===== src/rtl/df_actor_pkg.sv =====
package df_actor_pkg;
  typedef enum logic {
    SCHED_SEQ  = 1'b0,
    SCHED_PIPE = 1'b1
  } sched_e;

  function automatic int cnt_width(input int lat);
    return (lat < 2) ? 1 : $clog2(lat + 1);
  endfunction
endpackage


===== src/rtl/df_join.sv =====
// Joins the two input strobes; fires only when both are present and the
// controller is ready.
module df_join (
  input  logic clk,
  input  logic rst,
  input  logic in0_stb,
  input  logic in1_stb,
  input  logic ready,
  output logic fire,
  output logic in0_ack,
  output logic in1_ack
);
  always_comb begin
    fire    = ready && in0_stb && in1_stb;
    in0_ack = fire;
    in1_ack = fire;
  end

  // acknowledge only with both strobes present
  a_r2_ack_needs_both: assert property (@(posedge clk) disable iff (rst)
    (in0_ack || in1_ack) |-> (in0_stb && in1_stb));
endmodule


===== src/rtl/df_seq_ctrl.sv =====
// Sequential schedule: one token set at a time, LATENCY cycles each.
module df_seq_ctrl #(
  parameter int DATA_W  = 16,
  parameter int LATENCY = 3
) (
  input  logic              clk,
  input  logic              rst,
  input  logic              fire,
  input  logic [DATA_W-1:0] sum,
  input  logic              out_ack,
  output logic              ready,
  output logic              out_stb,
  output logic [DATA_W-1:0] out_data
);
  localparam int CNT_W = df_actor_pkg::cnt_width(LATENCY);

  logic             busy;
  logic [CNT_W-1:0] cnt;
  logic             out_v;
  logic [DATA_W-1:0] out_d;

  always_ff @(posedge clk) begin
    if (rst) begin
      busy  <= 1'b0;
      cnt   <= '0;
      out_v <= 1'b0;
      out_d <= '0;
    end else begin
      if (out_v && out_ack) out_v <= 1'b0;
      if (busy) begin
        cnt <= cnt - 1'b1;
        if (cnt == CNT_W'(1)) begin
          busy  <= 1'b0;
          out_v <= 1'b1;
        end
      end
      if (fire) begin
        out_d <= sum;
        if (LATENCY == 1) begin
          out_v <= 1'b1;
        end else begin
          busy <= 1'b1;
          cnt  <= CNT_W'(LATENCY - 1);
        end
      end
    end
  end

  assign ready    = !busy && !out_v;
  assign out_stb  = out_v;
  assign out_data = out_d;

  // no firing while work is in flight or a result waits
  a_r3_hold_off: assert property (@(posedge clk) disable iff (rst)
    (busy || out_v) |-> !fire);

  // the result appears only at the end of the count
  a_r4_rise_after_count: assert property (@(posedge clk) disable iff (rst)
    $rose(out_v) |-> ($past(busy) && ($past(cnt) == CNT_W'(1))) ||
                     ((LATENCY == 1) && $past(fire)));
endmodule


===== src/rtl/df_pipe_ctrl.sv =====
// Pipelined schedule: LATENCY stages of valid+data, frozen as a whole when
// the output is refused.
module df_pipe_ctrl #(
  parameter int DATA_W  = 16,
  parameter int LATENCY = 3
) (
  input  logic              clk,
  input  logic              rst,
  input  logic              fire,
  input  logic [DATA_W-1:0] sum,
  input  logic              out_ack,
  output logic              ready,
  output logic              out_stb,
  output logic [DATA_W-1:0] out_data
);
  localparam int LAST = LATENCY - 1;

  logic [LATENCY-1:0] vld;
  logic [DATA_W-1:0]  dat [LATENCY];
  logic               advance;

  assign advance = !(vld[LAST] && !out_ack);

  always_ff @(posedge clk) begin
    if (rst) vld[0] <= 1'b0;
    else if (advance) vld[0] <= fire;
  end

  always_ff @(posedge clk) begin
    if (advance) dat[0] <= sum;
  end

  for (genvar i = 1; i < LATENCY; i++) begin : g_stage
    always_ff @(posedge clk) begin
      if (rst) vld[i] <= 1'b0;
      else if (advance) vld[i] <= vld[i-1];
    end
    always_ff @(posedge clk) begin
      if (advance) dat[i] <= dat[i-1];
    end
  end

  assign ready    = advance;
  assign out_stb  = vld[LAST];
  assign out_data = dat[LAST];

  // a refused output blocks input acceptance
  a_r7_no_accept: assert property (@(posedge clk) disable iff (rst)
    (out_stb && !out_ack) |-> !fire);

  // a refused output freezes every stage
  a_r7_freeze: assert property (@(posedge clk) disable iff (rst)
    (out_stb && !out_ack) |=> $stable(vld));
endmodule


===== src/rtl/df_actor_ctrl.sv =====
module df_actor_ctrl #(
  parameter int                   DATA_W  = 16,
  parameter int                   LATENCY = 3,
  parameter df_actor_pkg::sched_e SCHED   = df_actor_pkg::SCHED_SEQ
) (
  input  logic              clk,
  input  logic              rst,
  input  logic              in0_stb,
  input  logic [DATA_W-1:0] in0_data,
  output logic              in0_ack,
  input  logic              in1_stb,
  input  logic [DATA_W-1:0] in1_data,
  output logic              in1_ack,
  output logic              out_stb,
  output logic [DATA_W-1:0] out_data,
  input  logic              out_ack
);
  logic              ready;
  logic              fire;
  logic [DATA_W-1:0] sum;

  assign sum = in0_data + in1_data;

  df_join u_join (
    .clk     (clk),
    .rst     (rst),
    .in0_stb (in0_stb),
    .in1_stb (in1_stb),
    .ready   (ready),
    .fire    (fire),
    .in0_ack (in0_ack),
    .in1_ack (in1_ack)
  );

  if (SCHED == df_actor_pkg::SCHED_PIPE) begin : g_pipe
    df_pipe_ctrl #(.DATA_W(DATA_W), .LATENCY(LATENCY)) u_ctrl (
      .clk(clk), .rst(rst), .fire(fire), .sum(sum), .out_ack(out_ack),
      .ready(ready), .out_stb(out_stb), .out_data(out_data)
    );
  end else begin : g_seq
    df_seq_ctrl #(.DATA_W(DATA_W), .LATENCY(LATENCY)) u_ctrl (
      .clk(clk), .rst(rst), .fire(fire), .sum(sum), .out_ack(out_ack),
      .ready(ready), .out_stb(out_stb), .out_data(out_data)
    );
  end

  // an offered result holds until taken
  a_r8_hold: assert property (@(posedge clk) disable iff (rst)
    (out_stb && !out_ack) |=> (out_stb && $stable(out_data)));

  // no output in the first cycle after reset
  a_r1_quiet_after_reset: assert property (@(posedge clk)
    $fell(rst) |-> !out_stb);
endmodule


===== config.mk =====
export PLATFORM = sky130hd
export DESIGN_NAME = df_actor_ctrl
export DESIGN_NICKNAME = d
export VERILOG_FILES = /design/src/rtl/df_actor_pkg.sv /design/src/rtl/df_join.sv /design/src/rtl/df_seq_ctrl.sv /design/src/rtl/df_pipe_ctrl.sv /design/src/rtl/df_actor_ctrl.sv
export SDC_FILE = /design/constraint.sdc
export NUM_CORES = 1
export LEC_CHECK = 0
export BUFFER_PORTS_ARGS = -buffer_cell sky130_fd_sc_hd__buf_4
export CORE_MARGIN = 2
export CORE_UTILIZATION = 50
export CTS_CLUSTER_SIZE = 20
export DETAILED_ROUTE_END_ITERATION = 8
export GPL_TIMING_DRIVEN = 0
export HOLD_SLACK_MARGIN = 0.1
export PLACE_DENSITY = 0.81
export SLEW_MARGIN = 25
export SYNTH_ARGS = -nofsm -noshare
export SYNTH_HDL_FRONTEND = slang
export SYNTH_HIERARCHICAL = 1
export SYNTH_SLANG_ARGS = --single-unit

===== constraint.sdc =====
create_clock -name clk -period 3.55 [get_ports clk]
set_input_delay 0.1775 -clock clk [delete_from_list [all_inputs] [get_ports clk]]
set_output_delay 0.1775 -clock clk [all_outputs]
set_load 0.02 [all_outputs]

==> out/summary.md <==
The worst path needs 2.25 ns of the cycle, external delays included. Area fraction in compound gates after synthesis: 18.2%. Largest net degree at the start of global routing: 12. Once layout is complete, the cells apart from fillers number 259. The most instantiated flip-flop cell in the synthesis netlist is dfxtp_1. For the number of fill cells, the log shows 230. The setup TNS came out at 0 ns.

Hold is met by 0.140 ns. The run gives 0 as the number of remaining DRC errors. After clock tree synthesis, the clock-pin slew on the worst setup and hold paths is 0.11 ns. The detailed-route wire length per cell came out at 13.7 um. Counting every instance in the synthesized netlist gives 170. The largest individual stage delay along the critical path comes from the cell fa_1.

Maximum count of clock buffers along a single path: 2. The count of final hold-check violations came out at 0. Synthesis inferred 20 register bits. The pre-antenna-repair detailed-routing pass consisted of 4 iterations.

In this run the horizontal extent of the chip is 58.5 um. The post-synthesis share of cell area spent on and, or, nand and nor gates is 13.6%. The part of the Yosys area used for sequential elements was 27.0%. In this run the tightest slew margin relative to its limit is 69.5%. The portion of synthesized area spent on multiplexers is 12.1%. The I/O pin count came out at 56. Post-CTS repair changed the size of 0 cells. After clock tree synthesis, the setup repair step added 0 buffers.

The logs give 6 for the number of warning messages in the yosys log and 26 for the number of DRC markers after the initial detailed-route iteration. The class of the most critical hold timing path was in -> reg. The global routing usage summed across all routing layers came out at 21.9%. Share of layout cells above drive strength 1: 28.9%. The post-synthesis to final-layout area growth is 32.4%, and the total number of nets in the final design is 283. The multi-input combinational cell area is 1010 um2, and the final instance area is 1970 um2.

The largest single stage delay on the critical path is 0.41 ns. The tools report the number of max-cap violations as 0. Of the total synthesized cell area, the portion taken by full adders, half adders and majority gates is 14.8%.

For the number of placed instances, taps included, the log shows 255. The cell chosen for the clock root is clkbuf_4. The logs give 3550 um for the post-detailed-routing wire length and 2780 um2 for the core area. IR analysis of the VDD net gives a maximum drop of 0.000262 V.

Counting flops with a built-in enable in the synthesized netlist gives 0. The number of nets handed over by synthesis was 224. Once detail routing completed, the nets flagged for antenna violations numbered 0. The number of antenna violations at the first check in global routing was 0; the area of all sequential standard cells was 400 um2. By area the synthesized netlist is led by dfxtp_1 (27%), ha_1 (13%), mux2i_1 (12%).

After Yosys synthesis, XOR and XNOR cells account for 9.44% of the synthesized area. For this design the static power due to leakage is 0.905 nW. Dividing total power by cell area gives a power density of 331 nW/um2.

STA puts the critical path data arrival time at 2.42 ns. Buffers placed on the I/O ports in this run total 54. The combinational family with the most area after synthesis is compound AO/OA/AOI/OAI gates.

TritonCTS built the clock tree. Beginning of the worst register-to-register path: g_seq.u_ctrl/busy. The clock reaches the later pin of the worst-skew pair after 0.29 ns. The run gives 0.926 as the routability congestion estimate from global placement.

Of all nets on the critical path, the largest fanout is 3. The number of antenna diodes in the final layout is 0. The critical path buffer and inverter count came out at 1. After detailed placement, the total cell area comes to 1930 um2. Grouping stages by cell kind, the critical path spends the most delay in compound AO/OA/AOI/OAI gates. The worst hold path begins at out_ack. The logs give 1.02 ns for the worst-case setup slack after placement and 3010 um for the half-perimeter wire length after placement. The floorplan has 19 rows. The logs give 0.00434 ns for the final setup skew and 1.30 ns for the worst setup margin. The CTS buffer count came out at 3. Traced cell by cell, the critical path runs through buf_4 -> ha_1 -> fa_1 -> a21o_2 -> a311oi_2 -> o21ai_0 -> a311oi_1 -> nor3_1 -> mux2i_1 -> nor2_1. In this run the worst setup path begins at in0_data[0]. After synthesis, the share of flip-flops with an asynchronous set or reset is 0%. Number of global-route vias before repair: 1439. The fmax is 0.445 GHz, and the H-tree depth is 1. For the die outline area, the log shows 3420 um2. Setup repair after global routing left no endpoint under its margin. dfxtp_1 takes more of the synthesized area than any other cell.

Averaged over all synthesized cells, the footprint is 8.74 um2. The count of hold-fix buffers inserted at cts is 0, and the via density per instance is 5.66. Dividing the final minimum period by the clock period gives 63.3%. From bottom edge to top edge, the die measures 58.5 um. STA classifies the critical path startpoint as a primary input. The flow ran to the end, and the final reports show no timing, DRC or antenna violations.

The setup path with the least slack is of type in -> reg. After synthesis the cells add up to 1490 um2. The post-synthesis cell type count was 34; the count of endpoints failing setup in the final report was 0. For this configuration, the core starts out at a cell density of 53.4%. The count of vias placed by the detailed router was 1467. For this design, the sink count on the clock tree is 20. The category of the worst setup path capture point is a register. Global routing finished with a remaining overflow of 0. Required time of the critical path: 3.72 ns. The final count of pins violating max slew is 0, and the fraction of synthesized cell area taken by the top area cell type is 27.0%. The global-route wire length before repair is 5930 um. Measured slew at the worst slew-check pin: 0.457 ns.
==> sequential cells by signal, summed over array words and instances, names as in the netlist <==
name	flops
g_seq.u_ctrl/out_stb	1
g_seq.u_ctrl/cnt	2
g_seq.u_ctrl/out_data	16
g_seq.u_ctrl/busy	1
==> placed cells by master, fill, tap and decap left out, types with 2 or more instances in the layout <==
| cell type | instances |
|---|---|
| nor3_1 | 4 |
| mux2i_1 | 18 |
| ha_1 | 16 |
| nand2_1 | 10 |
| xnor2_1 | 11 |
| a21o_1 | 2 |
| inv_1 | 5 |
| nor2b_1 | 2 |
| clkbuf_4 | 3 |
| buf_4 | 56 |
| o21bai_1 | 2 |
| clkbuf_1 | 2 |
| o211ai_1 | 3 |
| o21ai_0 | 8 |
| nand3_1 | 4 |
| and3_1 | 2 |
| nor2_1 | 19 |
| dfxtp_1 | 20 |
| xor2_1 | 5 |
| a21oi_1 | 20 |
==> worst paths after layout <==
check                                    to  slack (ns)  cells past startpoint
setup / recovery  g_seq.u_ctrl/out_data[10]        1.30                     10
hold / removal         g_seq.u_ctrl/out_stb        0.14                      3
setup reg to reg  g_seq.u_ctrl/out_data[14]        2.15                      6
hold reg to reg        g_seq.u_ctrl/out_stb        0.50                      2
==> synth_stat cells, types with 3 or more instances <==
cell type and number:
xnor2_1 11, xor2_1 5, o21ai_0 8, ha_1 16
nor3_1 4, mux2i_1 18, dfxtp_1 20, nand2_1 10
a21oi_1 20, o211ai_1 3, nand3_1 4, inv_1 5
nor2_1 19
==> per-stage QoR <==
step / util (%) / total power [W]
floorplan: - / 0.000435
global placement: 69.4 / 0.000516
detailed placement: 69.4 / 0.000528
CTS: 70.7 / 0.000654
global route: 70.7 / 0.000692
finish: 70.7 / 0.000652
==> cells by family after synthesis <==
logic type      count (synthesis)
simple gates                   45
compound gates                 43
flops                          20
mux                            18
fa+ha+maj                      17
xor+xnor                       16
buf+inv                        11
==> layout make-up <==
| class | count | area share (%) |
|---|---|---|
| inverter | 5 | 0.955 |
| multi-input combinational | 139 | 51.5 |
| sequential | 20 | 20.4 |
| tap | 31 | 1.97 |
| timing repair buffer | 54 | 20.6 |
| clock buffer | 4 | 1.85 |
| buffer | 6 | 2.74 |
==> worst reg2reg max path, delay by kind of cell, from the launching register on <==
kind / cells / cell delay [ns]
DFF: 1 / 0.38
and+or+nand+nor: 3 / 0.37
buffers and inverters: 2 / 0.34
muxes: 1 / 0.21
==> per-layer routing <==
layer / track usage (%) / up-vias / wire length, um / share of wire [%]
met5: 0 / - / 0 / 0
met4: 8.64 / 0 / 51 / 1.4
met3: 1.54 / 8 / 191 / 5.4
met2: 40.3 / 53 / 1840 / 52
met1: 26.4 / 683 / 1470 / 41
li1: - / 723 / - / -
==> power by group <==
| part | total (W) | leakage (nW) | internal (W) | switching [W] |
|---|---|---|---|---|
| Combinational | 0.000272 | 0.720 | 0.000132 | 0.000140 |
| Sequential | 0.000253 | 0.163 | 0.000242 | 0.0000107 |
| Clock | 0.000126 | 0.0210 | 0.0000624 | 0.0000641 |
No activity file was read; power rests on OpenSTA's default activity.
